**src/rtl/sleep_gate_pkg.sv**
```systemverilog
package sleep_gate_pkg;

    typedef enum logic [1:0] {
        MODE_IDLE  = 2'b00,
        MODE_ADCQ  = 2'b01,
        MODE_PDOWN = 2'b10,
        MODE_STBY  = 2'b11
    } slp_mode_e;

    typedef enum logic [1:0] {
        PH_RUN  = 2'b00,
        PH_DOZE = 2'b01,
        PH_WARM = 2'b10
    } slp_phase_e;

    typedef struct packed {
        logic cpu;
        logic io;
        logic adc;
        logic osc;
    } clk_gates_t;

    localparam clk_gates_t GATES_ALL_ON = '{cpu: 1'b1, io: 1'b1, adc: 1'b1, osc: 1'b1};
    localparam clk_gates_t GATES_WARM   = '{cpu: 1'b0, io: 1'b0, adc: 1'b0, osc: 1'b1};

    // Gate set applied while dozing in a given mode
    function automatic clk_gates_t doze_gates(slp_mode_e m);
        clk_gates_t g;
        g.cpu = 1'b0;
        case (m)
            MODE_IDLE:  begin g.io = 1'b1; g.adc = 1'b1; g.osc = 1'b1; end
            MODE_ADCQ:  begin g.io = 1'b0; g.adc = 1'b1; g.osc = 1'b1; end
            MODE_PDOWN: begin g.io = 1'b0; g.adc = 1'b0; g.osc = 1'b0; end
            default:    begin g.io = 1'b0; g.adc = 1'b0; g.osc = 1'b1; end
        endcase
        return g;
    endfunction

    // Modes whose wake must wait for the oscillator count
    function automatic logic needs_settle(slp_mode_e m);
        return (m == MODE_PDOWN) || (m == MODE_STBY);
    endfunction

endpackage

```
**src/rtl/slp_warm_timer.sv**
```systemverilog
module slp_warm_timer
    import sleep_gate_pkg::*;
#(
    parameter int SLOW_START = 64,
    parameter int FAST_START = 6
) (
    input  logic clk,
    input  logic rst,
    input  logic load,
    input  logic slow_sel,
    input  logic tick,
    output logic done
);
    localparam int MAXC  = (SLOW_START > FAST_START) ? SLOW_START : FAST_START;
    localparam int CNT_W = $clog2(MAXC + 1);
    localparam logic [CNT_W-1:0] SLOW_LD = CNT_W'(SLOW_START - 1);
    localparam logic [CNT_W-1:0] FAST_LD = CNT_W'(FAST_START - 1);

    logic [CNT_W-1:0] cnt_q;

    always_ff @(posedge clk) begin
        if (rst) begin
            cnt_q <= '0;
        end else if (load) begin
            cnt_q <= slow_sel ? SLOW_LD : FAST_LD;
        end else if (tick && (cnt_q != '0)) begin
            cnt_q <= cnt_q - 1'b1;
        end
    end

    assign done = (cnt_q == '0);

    initial begin
        a_r9_params_ok: assert (SLOW_START >= 1 && FAST_START >= 1);
    end

    // settling counts down by one per edge
    a_r9_count_step: assert property (@(posedge clk) disable iff (rst)
        (tick && !load && $past(!rst) && cnt_q != '0) |=> (cnt_q == $past(cnt_q) - 1'b1));

    // a fast load starts from the fixed short count
    a_r10_fast_load: assert property (@(posedge clk) disable iff (rst)
        (load && !slow_sel) |=> (cnt_q == FAST_LD));

endmodule

```
**src/rtl/slp_phase_fsm.sv**
```systemverilog
module slp_phase_fsm
    import sleep_gate_pkg::*;
(
    input  logic       clk,
    input  logic       rst,
    input  logic       sleep_en,
    input  logic [1:0] mode_sel,
    input  logic       sleep_strobe,
    input  logic       wake_irq,
    input  logic       tmr_done,
    output slp_phase_e phase_d,
    output slp_mode_e  mode_d,
    output logic       tmr_load,
    output logic       tmr_slow,
    output logic       tmr_tick
);
    slp_phase_e phase_q;
    slp_mode_e  mode_q;
    logic       fire;

    assign fire   = (phase_q == PH_RUN) && sleep_strobe && sleep_en;
    assign mode_d = fire ? slp_mode_e'(mode_sel) : mode_q;

    always_comb begin
        phase_d  = phase_q;
        tmr_load = 1'b0;
        tmr_tick = 1'b0;
        case (phase_q)
            PH_RUN: if (fire) phase_d = PH_DOZE;
            PH_DOZE: begin
                if (wake_irq) begin
                    if (needs_settle(mode_q)) begin
                        phase_d  = PH_WARM;
                        tmr_load = 1'b1;
                    end else begin
                        phase_d = PH_RUN;
                    end
                end
            end
            PH_WARM: begin
                tmr_tick = 1'b1;
                if (tmr_done) phase_d = PH_RUN;
            end
            default: phase_d = PH_RUN;
        endcase
    end

    assign tmr_slow = (mode_q == MODE_PDOWN);

    always_ff @(posedge clk) begin
        if (rst) begin
            phase_q <= PH_RUN;
            mode_q  <= MODE_IDLE;
        end else begin
            phase_q <= phase_d;
            mode_q  <= mode_d;
        end
    end

    // an unarmed strobe keeps the part running
    a_r2_unarmed: assert property (@(posedge clk) disable iff (rst)
        (phase_q == PH_RUN && sleep_strobe && !sleep_en) |=> (phase_q == PH_RUN));

    // the latched mode holds while not running
    a_r11_mode_hold: assert property (@(posedge clk) disable iff (rst)
        (phase_q != PH_RUN) |=> $stable(mode_q));

    // the light modes resume without a settling phase
    a_r8_direct_wake: assert property (@(posedge clk) disable iff (rst)
        (phase_q == PH_DOZE && wake_irq && !needs_settle(mode_q)) |=> (phase_q == PH_RUN));

endmodule

```
**src/rtl/slp_gate_reg.sv**
```systemverilog
module slp_gate_reg
    import sleep_gate_pkg::*;
(
    input  logic       clk,
    input  logic       rst,
    input  slp_phase_e phase_d,
    input  slp_mode_e  mode_d,
    output clk_gates_t gates_q,
    output logic       asleep_q
);
    clk_gates_t gates_d;

    always_comb begin
        case (phase_d)
            PH_DOZE: gates_d = doze_gates(mode_d);
            PH_WARM: gates_d = GATES_WARM;
            default: gates_d = GATES_ALL_ON;
        endcase
    end

    always_ff @(posedge clk) begin
        if (rst) begin
            gates_q  <= GATES_ALL_ON;
            asleep_q <= 1'b0;
        end else begin
            gates_q  <= gates_d;
            asleep_q <= (phase_d != PH_RUN);
        end
    end

    logic rst_seen_q;
    always_ff @(posedge clk) rst_seen_q <= rst;

    // one edge after reset everything runs
    always @(posedge clk) begin
        if (rst_seen_q) begin
            a_r1_reset_on: assert (gates_q == GATES_ALL_ON && !asleep_q);
        end
    end

    // the processor clock is never enabled while asleep
    a_r3_cpu_gated: assert property (@(posedge clk) disable iff (rst)
        asleep_q |-> !gates_q.cpu);

    // the oscillator is only stopped during sleep
    a_r6_osc_only_asleep: assert property (@(posedge clk) disable iff (rst)
        !gates_q.osc |-> asleep_q);

endmodule

```
**src/rtl/sleep_clk_ctrl.sv**
```systemverilog
module sleep_clk_ctrl
    import sleep_gate_pkg::*;
#(
    parameter int SLOW_START = 64,
    parameter int FAST_START = 6
) (
    input  logic       clk,
    input  logic       rst,
    input  logic       sleep_en,
    input  logic [1:0] mode_sel,
    input  logic       sleep_strobe,
    input  logic       wake_irq,
    output logic       cpu_clk_en,
    output logic       io_clk_en,
    output logic       adc_clk_en,
    output logic       osc_en,
    output logic       asleep
);
    slp_phase_e phase_d;
    slp_mode_e  mode_d;
    logic       tmr_load, tmr_slow, tmr_tick, tmr_done;
    clk_gates_t gates_q;

    slp_phase_fsm u_fsm (
        .clk          (clk),
        .rst          (rst),
        .sleep_en     (sleep_en),
        .mode_sel     (mode_sel),
        .sleep_strobe (sleep_strobe),
        .wake_irq     (wake_irq),
        .tmr_done     (tmr_done),
        .phase_d      (phase_d),
        .mode_d       (mode_d),
        .tmr_load     (tmr_load),
        .tmr_slow     (tmr_slow),
        .tmr_tick     (tmr_tick)
    );

    slp_warm_timer #(
        .SLOW_START (SLOW_START),
        .FAST_START (FAST_START)
    ) u_timer (
        .clk      (clk),
        .rst      (rst),
        .load     (tmr_load),
        .slow_sel (tmr_slow),
        .tick     (tmr_tick),
        .done     (tmr_done)
    );

    slp_gate_reg u_gates (
        .clk      (clk),
        .rst      (rst),
        .phase_d  (phase_d),
        .mode_d   (mode_d),
        .gates_q  (gates_q),
        .asleep_q (asleep)
    );

    assign cpu_clk_en = gates_q.cpu;
    assign io_clk_en  = gates_q.io;
    assign adc_clk_en = gates_q.adc;
    assign osc_en     = gates_q.osc;

    // standby keeps the oscillator alive throughout sleep
    a_r7_standby_osc: assert property (@(posedge clk) disable iff (rst)
        (asleep && $past(asleep) && $past(mode_d) == MODE_STBY && mode_d == MODE_STBY) |-> osc_en);

endmodule

```
**config.mk**
```make
export PLATFORM = sky130hd
export DESIGN_NAME = sleep_clk_ctrl
export DESIGN_NICKNAME = d
export VERILOG_FILES = /design/src/rtl/sleep_gate_pkg.sv /design/src/rtl/slp_warm_timer.sv /design/src/rtl/slp_phase_fsm.sv /design/src/rtl/slp_gate_reg.sv /design/src/rtl/sleep_clk_ctrl.sv
export SDC_FILE = /design/constraint.sdc
export NUM_CORES = 1
export LEC_CHECK = 0
export BUFFER_PORTS_ARGS = -buffer_cell sky130_fd_sc_hd__buf_2
export CORE_MARGIN = 2
export CORE_UTILIZATION = 39
export CTS_CLUSTER_DIAMETER = 50
export CTS_CLUSTER_SIZE = 25
export DETAILED_ROUTE_END_ITERATION = 12
export GPL_TIMING_DRIVEN = 0
export SETUP_SLACK_MARGIN = 0.4
export SKIP_LAST_GASP = 1
export SLEW_MARGIN = 25
export SYNTH_ARGS = -nofsm -noshare
export SYNTH_HDL_FRONTEND = slang
export SYNTH_HIERARCHICAL = 1
export SYNTH_SLANG_ARGS = --single-unit
```
**constraint.sdc**
```tcl
create_clock -name clk -period 2.54 [get_ports clk]
set_clock_uncertainty 0.1 [all_clocks]
set_input_delay 0.254 -clock clk [delete_from_list [all_inputs] [get_ports clk]]
set_output_delay 0.254 -clock clk [all_outputs]
set_load 0.01 [all_outputs]
```
==> reports/metrics.csv <==
metric,value,unit
Hold Path Class,primary input to flip-flop,
Avg Synthesized Cell Area,9.59,µm²
H-Tree Depth,1,
part of the Yosys area used for sequential elements,37.1,%
top cell type's share of synthesized area,37.1,%
"Max FO, Critical Path",2,
clock buffer count from CTS,3,
synth cell count leaders,"dfxtp_1, a21oi_1, inv_1, nor2_1, nand2b_1",
Post-DRT Antenna Nets,0,
share of layout cells above drive strength 1,36.0,%
"Clk Latency, worst-skew pair",280,ps
"Data arrival, critical path",2190,ps
Vias,732,
Startpoint Class,flip-flop,
Synth Flop Type,dfxtp_1,
Achievable Freq,473,MHz
max incr delay on CP,390,ps
Area contributors post-synth,"dfxtp_1, ha_1, a211o_1, a21oi_1, nand2b_1",
number of global-route vias before repair,735,
dominant cell type by area after synthesis,dfxtp_1,
chip width,51.1,µm
Crit Path Class,flip-flop to flip-flop,
pwr dens,433,nW/µm²
Post-Synthesis Cells,90,
first-pass GRT wire length,3040,µm
number of fill cells in the layout,215,
# IOs,12,
most numerous cell in the Yosys netlist,dfxtp_1,
post-synth cell types,38,
Detailed Route WL,1730,µm
Core Area,2150,µm²
Non-Filler Instances,139,
die area,2610,µm²
RSZ-0062 raised after global routing,yes,
Synthesis Warnings,6,
# diodes,0,
final net count,123,
# hold bufs at CTS,0,
critical path required time,2620,ps
CTS Buffer Depth,2,
GP Congestion,0.776,
setup total negative slack,0,ps
CP endpoint kind,flip-flop,
CP cell instances,"inv_2, ha_4, nor4b_4, and2_4, or3b_4, nand2_4, inv_4, ha_4, nand2b_4, a211o_1",
total gr overflow,0,
fin crit share,83.3,%
GR Util All Layers,15.6,%
Post-DP HPWL,1190,µm
DR pass1 iterations,4,
Syn Std Cell Area,863,µm²
CTS sink cnt,16,
Placed Cells,129,
Die H,51.1,µm
port bufs,11,
Final Setup Violations,0,
initial antenna violation count,0,
actual slew at the worst max-slew pin,473,ps
Initial Util,40.2,%
"Async S/R FF share, synth",0,%
Routed WL per cell,12.5,µm
min Tclk post-route,2120,ps
maxcap violations,0,
relative slew slack,68.4,%
GRT busiest layer,met2,
cell row count,17,
critical path's most frequent cell,ha_4,
final hold vios,0,
met2 Track Usage GR,27.5,%
Max Slew Vio Count,0,
Layout area overhead,30.1,%
grt met3 use,3.51,%
Worst path slowest cell,or3b_4,
Post-Syn Nets,101,
1st-iter DRT viols,4,
met1 Usage GRT,17.8,%
#FFs+latches synth,16,
CTS tree,yes,
DRC,0,
leak pwr,0.433,nW
Clock Pin Slew Worst Setup and Hold Paths,100,ps
Post-synth EDFFs,0,
status,"finished, final reports clean",
WP buf/inv,2,
Worst VDD drop,301,µV
critical path's top delay family,simple AND/OR/NAND/NOR gates,
pin count of the biggest net entering global routing,17,
CTS Root Cell,clkbuf_4,
vias per inst,5.27,
[placed cells by master, fill, tap and decap left out, drive strengths merged, types with 2 or more instances in the layout]
master and count:
dfxtp 16, ha 4, nor3b 3, buf 18
a211o 4, nor4b 2, nand3b 2, or2 2
a21oi 7, nor3 3, clkbuf 5, nand2b 5
mux2 2, mux2i 3, nor2b 3, nor2 6
nand2 3, inv 6
[what timing repair did]
action	CTS	global route
pin swaps	4	0
hold endpoints to repair	0	0
setup buffers	6	0
setup endpoints to repair	3	3
resized for setup	8	4
[layout make-up]
| class | count | area [µm²] | share of cell area, % |
|---|---|---|---|
| repair buffers | 17 | 100 | 8.91 |
| well taps | 28 | 35.0 | 3.12 |
| inverters | 6 | 25.0 | 2.23 |
| flip-flops and latches | 16 | 328 | 29.2 |
| clock buffers | 4 | 36.3 | 3.23 |
| plain buffers | 2 | 21.3 | 1.89 |
| multi-input cells | 66 | 578 | 51.4 |
[worst paths after layout]
kind	to	slack, ps	startpoint	depth (start not counted)
hold / removal	u_fsm/mode_q[1]	120	mode_sel[1]	3
hold reg to reg	u_fsm/mode_q[0]	400	u_fsm/mode_q[0]	2
setup / recovery	u_gates/gates_q[0]	420	u_timer/cnt_q[0]	10
setup reg to reg	u_gates/gates_q[0]	420	u_timer/cnt_q[0]	10
[power breakdown]
| group | switching [mW] | internal [mW] |
|---|---|---|
| clock network | 0.0816 | 0.0872 |
| logic | 0.0276 | 0.0297 |
| registers | 0.00423 | 0.256 |
[metrics by stage]
step / utilization [%] / worst slack, ps / instance area (µm²) / power [mW] / hold WS [ps]
3_5_place_dp: 45.7 / 233 / 982 / 0.317 / 392
6_report: 52.3 / 424 / 1120 / 0.486 / 125
4_1_cts: 50.8 / 411 / 1090 / 0.490 / 116
2_1_floorplan: - / 407 / 892 / 0.300 / 215
3_3_place_gp: 45.7 / 257 / 982 / 0.316 / 371
5_1_grt: 52.3 / 356 / 1120 / 0.512 / 121
[flip-flops by register name, indices dropped and copies added, names as in the netlist]
| register | flops |
|---|---|
| u_fsm/phase_q | 2 |
| u_gates/gates_q | 4 |
| u_timer/cnt_q | 7 |
| u_gates/asleep_q | 1 |
| u_fsm/mode_q | 2 |
[kinds of logic after synthesis]
group	count (synthesis)	share of synthesized area, %
buffers and inverters	8	5.07
adder cells (fa/ha/maj)	4	5.80
AND/OR/NAND/NOR	36	27.2
AO/OA/AOI/OAI	21	18.7
flip-flops	16	37.1
multiplexers	5	6.09
[metal layers]
metal | part of all wire, % | vias to the layer above
li1 | - | 372
met1 | 44 | 351
met2 | 53 | 7
met3 | 2.1 | 2
met4 | 0.81 | 0
met5 | 0 | -
[tightest hold or removal path, delay by kind of cell]
kind                   cells  cell delay (ps)
buffers and inverters      1              100
and+or+nand+nor            1               60
muxes                      1               60
No activity file was read; power rests on OpenSTA's default activity.
